$ cat config.mk
export PLATFORM = sky130hd
export DESIGN_NAME = lane_pwrdn_ctrl
export DESIGN_NICKNAME = d
export VERILOG_FILES = /design/src/rtl/pwrdn_pkg.sv /design/src/rtl/pwr_rst_sync.sv /design/src/rtl/tclk_idle_mon.sv /design/src/rtl/rx_pwrdn_sel.sv /design/src/rtl/lane_pwrdn_ctrl.sv
export SDC_FILE = /design/constraint.sdc
export NUM_CORES = 1
export LEC_CHECK = 0
export ABC_AREA = 1
export BUFFER_PORTS_ARGS = -buffer_cell sky130_fd_sc_hd__buf_4
export CORE_ASPECT_RATIO = 1.25
export CORE_MARGIN = 3
export CORE_UTILIZATION = 37
export CTS_CLUSTER_SIZE = 28
export DETAILED_ROUTE_END_ITERATION = 7
export PLACE_DENSITY = 0.55
export SLEW_MARGIN = 30
export SYNTH_ARGS = -nofsm -noshare
export SYNTH_HDL_FRONTEND = slang
export SYNTH_SLANG_ARGS = --single-unit
$ cat constraint.sdc
create_clock -name mclk -period 2.89 [get_ports mclk]
set_clock_uncertainty 0.1 [all_clocks]
set_input_delay 0.578 -clock mclk [delete_from_list [all_inputs] [get_ports mclk]]
set_output_delay 0.578 -clock mclk [all_outputs]
set_load 0.02 [all_outputs]
$ cat src/rtl/pwrdn_pkg.sv
package pwrdn_pkg;
  localparam int unsigned DEF_LANES       = 8;
  localparam int unsigned DEF_IDLE_LIMIT  = 64;
  localparam int unsigned DEF_SYNC_STAGES = 2;

  // counter must reach LIMIT+1 without wrapping
  function automatic int unsigned idle_cnt_width(input int unsigned limit);
    return $clog2(limit + 2);
  endfunction
endpackage

$ cat src/rtl/pwr_rst_sync.sv
module pwr_rst_sync #(
  parameter int unsigned STAGES = 2
) (
  input  logic clk,
  input  logic arst_n,
  output logic srst_n
);
  logic [STAGES-1:0] shr_q;
  logic [STAGES-1:0] shr_d;

  always_comb begin
    shr_d = {shr_q[STAGES-2:0], 1'b1};
  end

  always_ff @(posedge clk or negedge arst_n) begin
    if (!arst_n) shr_q <= '0;
    else         shr_q <= shr_d;
  end

  assign srst_n = shr_q[STAGES-1];
endmodule

$ cat src/rtl/tclk_idle_mon.sv
module tclk_idle_mon #(
  parameter int unsigned IDLE_LIMIT  = 64,
  parameter int unsigned SYNC_STAGES = 2
) (
  input  logic clk,
  input  logic srst_n,
  input  logic tclk_i,
  output logic idle_o
);
  localparam int unsigned CW  = pwrdn_pkg::idle_cnt_width(IDLE_LIMIT);
  localparam logic [CW-1:0] SAT = CW'(IDLE_LIMIT + 1);

  logic [SYNC_STAGES-1:0] sync_q, sync_d;
  logic                   tclk_s;
  logic [CW-1:0]          cnt_q, cnt_d;
  logic                   cnt_en;

  always_comb begin
    sync_d = {sync_q[SYNC_STAGES-2:0], tclk_i};
  end

  always_ff @(posedge clk or negedge srst_n) begin
    if (!srst_n) sync_q <= '0;
    else         sync_q <= sync_d;
  end

  assign tclk_s = sync_q[SYNC_STAGES-1];

  always_comb begin
    cnt_en = tclk_s || (cnt_q != SAT);
    cnt_d  = tclk_s ? '0 : cnt_q + CW'(1);
  end

  always_ff @(posedge clk or negedge srst_n) begin
    if (!srst_n)     cnt_q <= '0;
    else if (cnt_en) cnt_q <= cnt_d;
  end

  assign idle_o = (cnt_q == SAT);


  cnt_bound_chk: assert property (@(posedge clk) disable iff (!srst_n)
    cnt_q <= SAT);


  idle_rise_chk: assert property (@(posedge clk) disable iff (!srst_n)
    $rose(idle_o) |-> !$past(tclk_s));


  idle_clear_chk: assert property (@(posedge clk) disable iff (!srst_n)
    (idle_o && tclk_s) |=> !idle_o);
endmodule

$ cat src/rtl/rx_pwrdn_sel.sv
module rx_pwrdn_sel #(
  parameter int unsigned LANES = 8
) (
  input  logic             host_mode_i,
  input  logic             mclk_stopped_i,
  input  logic             mclk_level_hi_i,
  input  logic [LANES-1:0] rx_req_i,
  output logic [LANES-1:0] rx_pd_o
);
  logic all_off;

  always_comb begin
    all_off = mclk_stopped_i && !mclk_level_hi_i;
    rx_pd_o = all_off ? '1 : ({LANES{host_mode_i}} & rx_req_i);
  end


  always_comb begin
    if (!host_mode_i && !all_off) begin
      rx_hw_quiet_chk: assert (rx_pd_o == '0);
    end
  end
endmodule

$ cat src/rtl/lane_pwrdn_ctrl.sv
module lane_pwrdn_ctrl #(
  parameter int unsigned LANES       = pwrdn_pkg::DEF_LANES,
  parameter int unsigned IDLE_LIMIT  = pwrdn_pkg::DEF_IDLE_LIMIT,
  parameter int unsigned SYNC_STAGES = pwrdn_pkg::DEF_SYNC_STAGES
) (
  input  logic             mclk,
  input  logic             rst_n,
  input  logic             host_mode_i,
  input  logic             mclk_stopped_i,
  input  logic             mclk_level_hi_i,
  input  logic [LANES-1:0] tclk_i,
  input  logic [LANES-1:0] tx_pd_req_i,
  input  logic [LANES-1:0] rx_pd_req_i,
  output logic [LANES-1:0] tx_pd_o,
  output logic [LANES-1:0] rx_pd_o
);
  logic             srst_n;
  logic [LANES-1:0] idle_vec;

  pwr_rst_sync #(.STAGES(SYNC_STAGES)) u_rst_sync (
    .clk    (mclk),
    .arst_n (rst_n),
    .srst_n (srst_n)
  );

  for (genvar g = 0; g < LANES; g++) begin : g_lane
    tclk_idle_mon #(
      .IDLE_LIMIT  (IDLE_LIMIT),
      .SYNC_STAGES (SYNC_STAGES)
    ) u_mon (
      .clk    (mclk),
      .srst_n (srst_n),
      .tclk_i (tclk_i[g]),
      .idle_o (idle_vec[g])
    );
  end

  always_comb begin
    tx_pd_o = idle_vec | ({LANES{host_mode_i}} & tx_pd_req_i);
  end

  rx_pwrdn_sel #(.LANES(LANES)) u_rx_sel (
    .host_mode_i     (host_mode_i),
    .mclk_stopped_i  (mclk_stopped_i),
    .mclk_level_hi_i (mclk_level_hi_i),
    .rx_req_i        (rx_pd_req_i),
    .rx_pd_o         (rx_pd_o)
  );


  host_tx_force_chk: assert property (@(posedge mclk) disable iff (!srst_n)
    host_mode_i |-> ((tx_pd_o & tx_pd_req_i) == tx_pd_req_i));


  hw_tx_ignore_chk: assert property (@(posedge mclk) disable iff (!srst_n)
    !host_mode_i |-> (tx_pd_o == idle_vec));
endmodule

==> results.sh <==
export IMPL_drt_iter0_drc=119
export IMPL_syn_nets=484
export IMPL_yosysMostFrequentCell="nand2_1"
export IMPL_clock_sinks=74
export IMPL_pwr_share_comb=0.076
export IMPL_synth_top_family_by_area="simple AND/OR/NAND/NOR gates"
export IMPL_nFillCells=899
export IMPL_grt_first_pass_wirelength_mm=11.3
export IMPL_fin_util=0.475
export IMPL_p_int_uw=1950
export IMPL_route_detailed_drc=0
export IMPL_wire_per_inst_um=10.5
export IMPL_cts_buffer_depth=2
export IMPL_cts_root_buf="clkbuf_16"
export IMPL_maxSlewHeadroom=0.658
export IMPL_drtPass1Iterations=4
export IMPL_synth_cell_types=21
export IMPL_worst_slack_ns=0.735
export IMPL_critPathKind="flop to primary output"
export IMPL_required_ns=2.21
export IMPL_slew_viol_final=0
export IMPL_worstMarginPinSlew_ns=0.513
export IMPL_insertion_delay_ns=0.32
export IMPL_max_cap_violations=0
export IMPL_die_h_um=116
export IMPL_ys_warn_count=0
export IMPL_arrival_ns=1.48
export IMPL_synthSimpleGateAreaFrac=0.310
export IMPL_grt_ovfl_total=0
export IMPL_die_area_um2=10900
export IMPL_setup_violations=0
export IMPL_pwr_share_clk=0.473
export IMPL_setup_tns_ns=0
export IMPL_final_layout_size_suffix_gt1_frac=0.154
export IMPL_post_dp_hpwl_mm=4.65
export IMPL_synth_xor_area_share=0.0294
export IMPL_nNetsFinal=539
export IMPL_wl_mm=6.51
export IMPL_p_switching_uw=553
export IMPL_rsz0062_at_grt="false"
export IMPL_async_flop_share=1.00
export IMPL_detail_route_antenna_nets=0
export IMPL_slowest_stage="dfrtp_1"
export IMPL_postCtsSetupBuffers=0
export IMPL_layoutNonFillerInstCount=622
export IMPL_htreeDepth=3
export IMPL_crit_path_cell_trace="ha_1 > nand2_1 > inv_1 > nand3_1 > nand2_1 > buf_4"
export IMPL_synth_top_flop_cell="dfrtp_1"
export IMPL_grt_usage=0.131
export IMPL_critPathMaxStageDelay_ns=0.44
export IMPL_path_common_cell="nand2_1"
export IMPL_core_um2=9270
export IMPL_fp_row_count=39
export IMPL_dp_worst_setup_slack_ns=1.06
export IMPL_synth_compound_area_frac=0.0385
export IMPL_netlist_area_um2=3570
export IMPL_tritoncts="built"
export IMPL_synthTopCellsByArea="dfrtp_1 (52%), nand2_1 (13%), nor2_1 (9.6%)"
export IMPL_antenna_found_initial=0
export IMPL_synth_ff_latch_count=74
export IMPL_hold_viol_final=0
export IMPL_syn_avg_cell_area_um2=8.14
export IMPL_power_uw=2510
export IMPL_p_sw_frac=0.221
export IMPL_n_antenna_cell=0
export IMPL_yosysSeqAreaShare=0.518
export IMPL_power_density_nw_per_um2=569
export IMPL_fmax_mhz=464
export IMPL_startpoint_type="flop"
export IMPL_synth_edf_count=0
export IMPL_synth_cells=439
export IMPL_dpl_cell_count=605
export IMPL_fin_crit_sh=0.746
export IMPL_yosysTopAreaCell="dfrtp_1"
export IMPL_place_congestion=0.808
export IMPL_synth_adder_area_share=0.0560
export IMPL_initial_core_util=0.385
export IMPL_synthToLayoutAreaGrowth_pct=23.3
export IMPL_cts_buffers=9
export IMPL_fin_crit_ns=2.16
export IMPL_ios=45
export IMPL_crit_fanout=7
export IMPL_grt_max_degree=52
export IMPL_grt_pass1_vias=2603
export IMPL_cp_end_kind="primary output"
export IMPL_path_clk_slew_ns=0.06
export IMPL_die_w_um=93.9
export IMPL_leakagePower_uw=0.00229
export IMPL_yosys_area_top_type_share=0.518
export IMPL_synth_top_cells_by_count="nand2_1 (128), nor2_1 (91), dfrtp_1 (74)"
export IMPL_ir_drop_mv=0.300
export IMPL_status="finished clean"
export IMPL_via_per_inst=4.56
export IMPL_port_buffers=44
export IMPL_vias=2835
export IMPL_pwr_share_seq=0.451
export IMPL_reg2regPathDepth=4
export IMPL_muxShareOfSynthArea=0
export IMPL_hp_class="flop to asynchronous set/reset pin"
-- routing by layer --
metal	wire, um	up-vias	GRT usage
li1	-	1473	-
met3	289	2	0.0429
met4	46	0	0.0462
met2	3240	48	0.224
met5	0	-	0
met1	2940	1312	0.155
-- layout by cell type (no fill, tap or decap), types with 7 or more instances in the layout --
cell type and instances:
buf_4 44, nor2_2 7, ha_1 16, clkbuf_16 9, nor2_1 91, nand2_1 128
xor2_1 11, inv_1 42, nand3_1 29, a21oi_1 12, dfrtp_1 73
-- through the flow --
step / area [um2] / hold slack [ns]
2_1_floorplan: 3570 / 0.182
3_3_place_gp: 4070 / 0.158
3_5_place_dp: 4070 / 0.158
4_1_cts: 4410 / 0.163
5_1_grt: 4410 / 0.194
6_report: 4410 / 0.143
-- area by class of cell --
| type | count | area, um2 | area share |
|---|---|---|---|
| tap | 123 | 154 | 0.0349 |
| multi-input combinational | 321 | 1550 | 0.352 |
| clock buffer | 15 | 298 | 0.0676 |
| sequential | 74 | 1850 | 0.421 |
| timing repair buffer | 46 | 360 | 0.0818 |
| inverter | 42 | 158 | 0.0358 |
| clock inverter | 1 | 30.0 | 0.00682 |
-- path summary, 6_finish.rpt --
check                                     startpoint                         to  slack (ns)
setup reg to reg            g_lane[5].u_mon.cnt_q[0]   g_lane[5].u_mon.cnt_q[2]        1.55
hold reg to reg                  u_rst_sync.shr_q[1]  g_lane[1].u_mon.sync_q[1]        0.14
max in group asynchronous        u_rst_sync.shr_q[1]   g_lane[3].u_mon.cnt_q[4]        1.90
hold / removal                   u_rst_sync.shr_q[1]  g_lane[1].u_mon.sync_q[1]        0.14
min in group mclk          g_lane[3].u_mon.sync_q[0]  g_lane[3].u_mon.sync_q[1]        0.25
setup / recovery            g_lane[5].u_mon.cnt_q[0]                 tx_pd_o[5]        0.73
-- cells by family after synthesis --
family	Yosys count
and+or+nand+nor	268
DFF	74
buffers and inverters	44
AOI/OAI and AO/OA	24
adders and majority gates	16
xor gates and xnor gates	12
other	1
-- power groups by stage --
| stage | registers, uW | logic [uW] | clock network (uW) |
|---|---|---|---|
| 3_5_place_dp | 1150 | 194 | 0 |
| 6_report | 1130 | 191 | 1180 |
| 2_1_floorplan | 1140 | 108 | 0 |
| 5_1_grt | 1140 | 220 | 1270 |
| 4_1_cts | 1130 | 196 | 1230 |
| 3_3_place_gp | 1150 | 191 | 0 |
-- what timing repair did --
action,CTS,global route
gates resized for setup,0,0
endpoints found under the hold margin,2,0
hold buffers,1,0
-- state kept, by name, summed over array words and instances, names as in the netlist --
| name | flops |
|---|---|
| g_lane.u_mon.cnt_q | 56 |
| g_lane.u_mon.sync_q | 16 |
| u_rst_sync.shr_q | 2 |
-- worst max-delay path, delay by kind of cell, from the launching register on --
family | cells | cell delay [ns]
flip-flops | 1 | 0.44
adder cells (fa/ha/maj) | 1 | 0.23
AND/OR/NAND/NOR | 3 | 0.29
buffers and inverters | 2 | 0.20
(Power assumes the default switching activity.)
